--- src/rtl/irpw_pkg.sv ---
package irpw_pkg;

    typedef enum logic [2:0] {
        ST_REARM  = 3'd0,
        ST_HUNT   = 3'd1,
        ST_START  = 3'd2,
        ST_GAP    = 3'd3,
        ST_BIT    = 3'd4,
        ST_CLOSE  = 3'd5,
        ST_HOLD   = 3'd6
    } rx_state_t;

    localparam int DEF_CODE_W   = 32;
    localparam int DEF_MAX_BITS = 20;

    function automatic int cycles_for_us(input longint hz, input longint us);
        return int'((hz / 64'd1000000) * us);
    endfunction

    function automatic int max_int(input int a, input int b);
        return (a > b) ? a : b;
    endfunction

endpackage

--- src/rtl/irpw_sync.sv ---
module irpw_sync #(
    parameter int STAGES = 2
) (
    input  logic clk,
    input  logic rst,
    input  logic async_in,
    output logic sync_out
);
    logic [STAGES-1:0] chain;

    always_ff @(posedge clk) begin
        if (rst) begin
            chain <= '1;
        end else begin
            chain <= {chain[STAGES-2:0], async_in};
        end
    end

    assign sync_out = chain[STAGES-1];
endmodule

--- src/rtl/irpw_timer.sv ---
module irpw_timer #(
    parameter int LIMIT = 100,
    localparam int W = $clog2(LIMIT + 2)
) (
    input  logic         clk,
    input  logic         rst,
    input  logic         clr,
    input  logic         inc,
    output logic [W-1:0] cnt
);
    localparam logic [W-1:0] SAT = W'(LIMIT + 1);

    always_ff @(posedge clk) begin
        if (rst) begin
            cnt <= '0;
        end else if (clr) begin
            cnt <= inc ? W'(1) : '0;
        end else if (inc && (cnt != SAT)) begin
            cnt <= cnt + W'(1);
        end
    end

    assert_timer_idle_R6: assert property (@(posedge clk) disable iff (rst)
        (!clr && !inc) |=> $stable(cnt));
    assert_timer_restart_R6: assert property (@(posedge clk) disable iff (rst)
        (clr && inc) |=> (cnt == W'(1)));
endmodule

--- src/rtl/irpw_fsm.sv ---
module irpw_fsm
    import irpw_pkg::*;
#(
    parameter int START_CNT = 40,
    parameter int ONE_CNT   = 20,
    parameter int FRAME_CNT = 2000,
    parameter int CODE_W    = 32,
    parameter int MAX_BITS  = 20,
    parameter int BIT_W     = 6,
    parameter int FRM_W     = 11,
    localparam int NB_W     = $clog2(MAX_BITS + 1)
) (
    input  logic              clk,
    input  logic              rst,
    input  logic              line_hi,
    input  logic              ack_clear,
    input  logic [BIT_W-1:0]  bit_cnt,
    input  logic [FRM_W-1:0]  frm_cnt,
    output logic              bit_clr,
    output logic              frm_clr,
    output logic              done,
    output logic [CODE_W-1:0] code,
    output logic [NB_W-1:0]   count
);
    localparam int SH_W = $clog2(CODE_W + 1);

    rx_state_t         st;
    logic [CODE_W-1:0] shreg;
    logic [NB_W-1:0]   nbits;

    logic start_ok, bit_is_one, frame_late, last_bit;
    logic [SH_W-1:0] sh_amt;

    always_comb begin
        start_ok   = bit_cnt > BIT_W'(START_CNT);
        bit_is_one = bit_cnt > BIT_W'(ONE_CNT);
        frame_late = frm_cnt > FRM_W'(FRAME_CNT);
        last_bit   = nbits == NB_W'(MAX_BITS - 1);
        sh_amt     = SH_W'(CODE_W) - SH_W'(nbits);
        frm_clr    = (st == ST_HUNT) && !line_hi;
        bit_clr    = ((st == ST_HUNT) || ((st == ST_GAP) && !frame_late)) && !line_hi;
    end

    always_ff @(posedge clk) begin
        if (rst) begin
            st    <= ST_REARM;
            shreg <= '0;
            nbits <= '0;
            done  <= 1'b0;
            code  <= '0;
            count <= '0;
        end else begin
            unique case (st)
                ST_REARM: if (line_hi) st <= ST_HUNT;
                ST_HUNT:  if (!line_hi) st <= ST_START;
                ST_START: begin
                    if (line_hi) begin
                        if (start_ok) begin
                            shreg <= '0;
                            nbits <= '0;
                            st    <= ST_GAP;
                        end else begin
                            st <= ST_HUNT;
                        end
                    end
                end
                ST_GAP: begin
                    if (frame_late)    st <= ST_CLOSE;
                    else if (!line_hi) st <= ST_BIT;
                end
                ST_BIT: begin
                    if (line_hi) begin
                        shreg <= {bit_is_one, shreg[CODE_W-1:1]};
                        nbits <= nbits + NB_W'(1);
                        st    <= last_bit ? ST_CLOSE : ST_GAP;
                    end
                end
                ST_CLOSE: begin
                    code  <= shreg >> sh_amt;
                    count <= nbits;
                    done  <= 1'b1;
                    st    <= ST_HOLD;
                end
                ST_HOLD: begin
                    if (ack_clear) begin
                        done <= 1'b0;
                        st   <= ST_REARM;
                    end
                end
                default: st <= ST_REARM;
            endcase
        end
    end

    assert_done_hold_R7: assert property (@(posedge clk) disable iff (rst)
        (done && !ack_clear) |=> (done && $stable(code) && $stable(count)));
    assert_ack_clears_R7: assert property (@(posedge clk) disable iff (rst)
        (done && ack_clear) |=> !done);
    assert_count_max_R5: assert property (@(posedge clk) disable iff (rst)
        done |-> (count <= NB_W'(MAX_BITS)));
    assert_code_aligned_R4: assert property (@(posedge clk) disable iff (rst)
        done |-> ((code >> count) == '0));
    assert_hold_ignores_line_R8: assert property (@(posedge clk) disable iff (rst)
        (st == ST_HOLD && !ack_clear) |=> (st == ST_HOLD));
    assert_rearm_waits_high_R9: assert property (@(posedge clk) disable iff (rst)
        (st == ST_REARM && !line_hi) |=> (st == ST_REARM));
endmodule

--- src/rtl/irpw_rx.sv ---
module irpw_rx
    import irpw_pkg::*;
#(
    parameter longint CLK_HZ   = 200_000_000,
    parameter int START_CNT    = cycles_for_us(CLK_HZ, 1920),
    parameter int ONE_CNT      = cycles_for_us(CLK_HZ, 960),
    parameter int FRAME_CNT    = cycles_for_us(CLK_HZ, 44000),
    parameter int CODE_W       = DEF_CODE_W,
    parameter int MAX_BITS     = DEF_MAX_BITS,
    parameter int SYNC_STAGES  = 2,
    localparam int NB_W        = $clog2(MAX_BITS + 1)
) (
    input  logic              clk,
    input  logic              rst,
    input  logic              ir_n,
    input  logic              ack_clear,
    output logic              done,
    output logic [CODE_W-1:0] code,
    output logic [NB_W-1:0]   count
);
    localparam int BIT_LIM = max_int(START_CNT, ONE_CNT);
    localparam int BIT_W   = $clog2(BIT_LIM + 2);
    localparam int FRM_W   = $clog2(FRAME_CNT + 2);

    logic             line_hi;
    logic             bit_clr, frm_clr;
    logic [BIT_W-1:0] bit_cnt;
    logic [FRM_W-1:0] frm_cnt;

    irpw_sync #(.STAGES(SYNC_STAGES)) u_sync (
        .clk(clk), .rst(rst), .async_in(ir_n), .sync_out(line_hi)
    );

    irpw_timer #(.LIMIT(BIT_LIM)) u_bit_tmr (
        .clk(clk), .rst(rst), .clr(bit_clr), .inc(!line_hi), .cnt(bit_cnt)
    );

    irpw_timer #(.LIMIT(FRAME_CNT)) u_frm_tmr (
        .clk(clk), .rst(rst), .clr(frm_clr), .inc(1'b1), .cnt(frm_cnt)
    );

    irpw_fsm #(
        .START_CNT(START_CNT), .ONE_CNT(ONE_CNT), .FRAME_CNT(FRAME_CNT),
        .CODE_W(CODE_W), .MAX_BITS(MAX_BITS), .BIT_W(BIT_W), .FRM_W(FRM_W)
    ) u_fsm (
        .clk(clk), .rst(rst), .line_hi(line_hi), .ack_clear(ack_clear),
        .bit_cnt(bit_cnt), .frm_cnt(frm_cnt),
        .bit_clr(bit_clr), .frm_clr(frm_clr),
        .done(done), .code(code), .count(count)
    );
endmodule

--- config.mk ---
export PLATFORM = sky130hd
export DESIGN_NAME = irpw_rx
export DESIGN_NICKNAME = d
export VERILOG_FILES = /design/src/rtl/irpw_pkg.sv /design/src/rtl/irpw_sync.sv /design/src/rtl/irpw_timer.sv /design/src/rtl/irpw_fsm.sv /design/src/rtl/irpw_rx.sv
export SDC_FILE = /design/constraint.sdc
export NUM_CORES = 1
export LEC_CHECK = 0
export ABC_AREA = 0
export ABC_CLOCK_PERIOD_IN_PS = 3400
export BUFFER_PORTS_ARGS = -buffer_cell sky130_fd_sc_hd__buf_2
export CORE_MARGIN = 5
export CORE_UTILIZATION = 55
export DETAILED_ROUTE_END_ITERATION = 16
export PLACE_DENSITY = 0.82
export SLEW_MARGIN = 20
export SYNTH_ARGS = -nofsm -noshare
export SYNTH_HDL_FRONTEND = slang
export SYNTH_SLANG_ARGS = --single-unit
--- constraint.sdc ---
create_clock -name clk -period 3.4 [get_ports clk]
set_input_delay 0.34 -clock clk [delete_from_list [all_inputs] [get_ports clk]]
set_output_delay 0.34 -clock clk [all_outputs]
set_load 0.02 [all_outputs]
# After elaboration in Yosys (flattened, before gate mapping)
# Index checks and enable logic that the tools add are counted.
dict set report word_totals {
  register_bits 123
  output_inout_bits 38
  elab_cells 75
}
dict set report classes {
  n_addsub 4
  n_lt_le_gt_ge 3
  eq_ne 16
  n_shift 1
  muxes 25
  reduce_logical 16
}
# cell count
set ops {}
lappend ops {{$mux 32} 3}
lappend ops {{$pmux 32 s2} 1}
lappend ops {{$mux 19} 2}
lappend ops {{$shr 32x6->32} 1}
lappend ops {{$add 24x1->24 const B} 1}
lappend ops {{$gt 24x24->1 const B} 1}
lappend ops {{$mux 3} 8}
lappend ops {{$ne 24x24->1 const B} 1}
lappend ops {{$pmux 3 s7} 1}
lappend ops {{$add 19x1->19 const B} 1}
lappend ops {{$gt 19x18->1 const B} 1}
lappend ops {{$gt 19x19->1 const B} 1}
lappend ops {{$ne 19x19->1 const B} 1}
lappend ops {{$mux 5} 3}
lappend ops {{$ne 2x2->1 const B} 5}
lappend ops {{$pmux 5 s2} 1}
lappend ops {{$eq 3x3->1 const B} 3}
lappend ops {{$reduce_bool 2->1} 4}
lappend ops {{$eq 3x2->1 const B} 2}
lappend ops {{$reduce_and 6->1} 1}
lappend ops {{$sub 6x5->6 const A} 1}
lappend ops {{$add 5x1->5 const B} 1}
lappend ops {{$eq 5x5->1 const B} 1}
lappend ops {{$logic_and 1x1->1} 4}
lappend ops {{other kinds (12)} 16}

# Depth between registers and ports, before layout
dict set report logic_depth {
  ltp_word 6
  mapped_depth 13
}

# Modules after synthesis
# A second synthesis with hierarchy kept.
dict set report unflattened {
  hier_cells 783
  hier_area_um2 7006.7
}
# mod n_inst cells_per_inst area_per_inst_um2
set modules_own_cells {}
lappend modules_own_cells {irpw_fsm 1 508 4611.9}
lappend modules_own_cells {{irpw_timer at u_frm_tmr} 1 155 1316.3}
lappend modules_own_cells {{irpw_timer at u_bit_tmr} 1 114 1018.5}
lappend modules_own_cells {irpw_sync 1 4 52.6}
lappend modules_own_cells {irpw_rx 1 2 7.5}

# Worst setup path before layout
# No wires, ideal clock.
dict set report synth_path {
  path_type {register to register}
  start {reg u_fsm.nbits[0]}
  end {reg u_fsm.code[10]}
  setup_time_ns 0.132
  arrival_ns 2.823
  t_required_ns 3.268
  slack_ns 0.445
  stages_incl_launch_ff 14
  path_buffers 6
  path_cell_list {dfxtp_1 buf_4 buf_6 buf_6 clkinv_1 ha_1 buf_2 buf_2 buf_1 mux4_2 nand2_1 o21ai_0 o211ai_1 a21oi_1}
}
dict set report synth_between {
  elab_chain_len 2
}
# element line
set synth_lines {}
lappend synth_lines {{from (decl)} irpw_fsm.sv:29} ;# logic [NB_W-1:0] nbits;
lappend synth_lines {{from (signal assigned)} irpw_fsm.sv:74} ;# nbits <= nbits + NB_W'(1);
lappend synth_lines {{$sub 6x5->6} irpw_fsm.sv:39} ;# sh_amt = SH_W'(CODE_W) - SH_W'(nbits);
lappend synth_lines {{$shr 32x6->32} irpw_fsm.sv:79} ;# code <= shreg >> sh_amt;
lappend synth_lines {{to (signal assigned)} irpw_fsm.sv:79}
lappend synth_lines {{to (decl)} irpw_fsm.sv:22} ;# output logic [CODE_W-1:0] code,
# Every way passes these cells.
# A chain may end at the register's enable or synchronous reset.

# Worst setup path in the final report
dict set report layout_path {
  start {reg u_fsm.nbits[1]}
  end {reg u_fsm.code[4]}
}
# The elaborated chain is that of the path after synthesis.

==> results.json <==
{
  "drc": 0,
  "viasPerCell": 6.41,
  "core_um2": 11500,
  "nets": 742,
  "hp-class": "input pin to flip-flop",
  "antenna_cells": 0,
  "fp-row-count": 39,
  "die_h_um": 118,
  "holdWs_ps": 99.1,
  "hold_viol_final": 0,
  "final_core_utilization_pct": 63.9,
  "dieArea_um2": 14000,
  "synth_area_um2": 6450,
  "cp_slowest_stage_delay_ps": 830,
  "r2r_setup_slack_ps": 570,
  "hold_buffers": 0,
  "path_max_fanout": 20,
  "critPathSlowestCell": "ha_1",
  "syn_inst": 708,
  "ios": 42,
  "fmax_ghz": 0.353,
  "synth_flop_cell": "dfxtp_1",
  "drtPass1Iterations": 5,
  "reg2reg_to": "u_fsm.code[4]",
  "wirelength_um": 15900,
  "setup_viol": 0,
  "clock_skew_ps": 8.26,
  "cts-root-buf": "clkbuf_16",
  "cp-startpoint": "u_fsm.nbits[1]",
  "h-tree-depth": 4,
  "slew_headroom_pct": 41.8,
  "grt_max_degree": 41,
  "post_cts_buffers": 0,
  "rsz0062_at_grt": "no",
  "async_flop_share_pct": 0,
  "clockBufferDepth": 2,
  "ir_drop_mv": 0.580,
  "clkLatencyLatePin_ps": 420,
  "cts_buffers": 17,
  "yosys-top-cells-area": "dfxtp_1 (38%), mux4_2 (9.1%), nor2_1 (5.5%), a22o_1 (4.3%), nand2_1 (3.7%)",
  "avgSynthCellArea_um2": 9.12,
  "synth_top_cell_by_area": "dfxtp_1",
  "io_buffers": 41,
  "synth.most_common_cell": "dfxtp_1",
  "dr_total_vias": 5676,
  "maxCapViolations": 0,
  "power_density_nw_per_um2": 481,
  "tightest_slew_ps": 873,
  "endpoint_kind": "flip-flop",
  "synth_warnings": 0,
  "grt_pass1_wl_um": 26600,
  "cts_tree": "done",
  "cts_resized": 0,
  "start_util_pct": 56.3,
  "r2r-start": "u_fsm.nbits[1]",
  "critPathArrivalTime_ps": 3120,
  "fin_setup_tns_ps": 0,
  "drive_gt1_share_pct": 17.9,
  "grt-ovfl-total": 0,
  "clk_pin_slew_ps": 60,
  "total_power_mw": 3.52,
  "hpwl_um": 10700,
  "syn_nets": 720,
  "worstSetupStartpointType": "flip-flop",
  "areaGrowthSynthToFinish_pct": 13.6,
  "finalMaxSlewViolations": 0,
  "min_period_over_period_pct": 83.3,
  "path_delay_family": "adder cells",
  "antenna_left": 0,
  "cp_num_buf_inv": 2,
  "crit_type": "flip-flop to flip-flop",
  "synth_edf_count": 0,
  "outcome": "finished, final reports clean",
  "grt_pass1_vias": 5270,
  "die_w_um": 118,
  "crit_path_cell_trace": "inv_1 > ha_1 > buf_4 > mux4_2 > mux4_2 > nand2_1 > a31oi_1",
  "critical_path_depth": 7,
  "track_usage_pct": 22.8,
  "yosysUniqueCellTypes": 56,
  "antenna_found_initial": 0,
  "post_drt_wl_per_cell_um": 18.0,
  "drt_iter0_drc": 755,
  "endpoint": "u_fsm.code[4]",
  "timing.final.crit_period_ps": 2830,
  "required_ps": 3690,
  "synth_common_cells": "dfxtp_1 (123), nor2_1 (95), nand2_1 (63)",
  "synth_top_area_share_pct": 38.2,
  "clock_sinks": 123,
  "synth-seq-cells": 123,
  "cpMostUsedCell": "mux4_2",
  "reg2regPathDepth": 7,
  "yosysSeqAreaShare_pct": 38.2,
  "power_leakage_nw": 2.78,
  "gp_congestion": 0.925
}
==> layout by cell type, fill, tap and decap left out, drive strengths merged, types with 8 or more instances in the layout <==
cell | synthesis | layout
a22oi | 20 | 20
mux2 | 9 | 9
nor3 | 11 | 11
buf | 23 | 53
and3 | 11 | 11
a21oi | 38 | 38
clkbuf | 27 | 20
dfxtp | 123 | 123
nor2 | 96 | 96
o21ai | 19 | 19
nand2 | 63 | 63
nand3 | 29 | 29
a32oi | 8 | 8
a31oi | 8 | 8
inv | 12 | 12
a22o | 32 | 32
o211ai | 15 | 15
mux4 | 26 | 26
ha | 8 | 8
xor2 | 17 | 17
nand4 | 16 | 16
mux2i | 17 | 17
xnor2 | 24 | 24
==> cell families after synthesis <==
kind of cell / count (synthesis) / share of synthesized area (%)
compound gates: 159 / 17.1
flops: 123 / 38.2
fa+ha+maj: 8 / 1.55
mux: 52 / 13.3
buf+inv: 63 / 4.81
simple gates: 262 / 19.6
xor+xnor: 41 / 5.56
==> routing by layer <==
layer | vias up | wire length, µm | track usage, %
met5 | - | 0 | 0
met4 | 0 | 437 | 11.1
met3 | 44 | 1180 | 5.49
met2 | 256 | 7510 | 34.3
met1 | 2739 | 6810 | 30.9
li1 | 2637 | - | -
==> worst min path at each step <==
stage	start	end	slack, ps	cells after the start
floorplan	u_sync.chain[0]	u_sync.chain[1]	390	1
global placement	u_sync.chain[0]	u_sync.chain[1]	390	1
detailed placement	u_sync.chain[0]	u_sync.chain[1]	400	1
CTS	ir_n	u_sync.chain[0]	90	2
global route	ir_n	u_sync.chain[0]	100	2
finish	ir_n	u_sync.chain[0]	100	2
==> final cells by class <==
type,instances,area [µm²]
fill,871,4140
clock buffer,20,447
timing repair buffer,53,295
multi-input combinational,522,3700
sequential,123,2460
clock inverter,12,195
inverter,13,48.8
tap,143,179
==> metrics by stage <==
stage | worst slack, ps | instances | instance area [µm²]
2_1_floorplan | 445 | 708 | 6450
3_3_place_gp | 715 | 854 | 6690
3_5_place_dp | 621 | 854 | 6690
4_1_cts | 584 | 886 | 7330
5_1_grt | 361 | 886 | 7330
6_report | 568 | 886 | 7330
==> state kept, by name, indices dropped and copies added (netlist names) <==
register	flops
u_fsm.done	1
u_fsm.nbits	5
u_fsm.count	5
u_sync.chain	2
u_frm_tmr.cnt	24
u_fsm.shreg	32
u_fsm.code	32
u_fsm.st	3
u_bit_tmr.cnt	19
==> where the power goes <==
group | internal [mW] | total (mW) | switching [mW]
combinational | 0.0325 | 0.0947 | 0.0622
sequential | 1.45 | 1.47 | 0.0182
clock | 1.31 | 1.96 | 0.644
total | 2.80 | 3.52 | 0.724
Power figures use the tool's default switching activity.
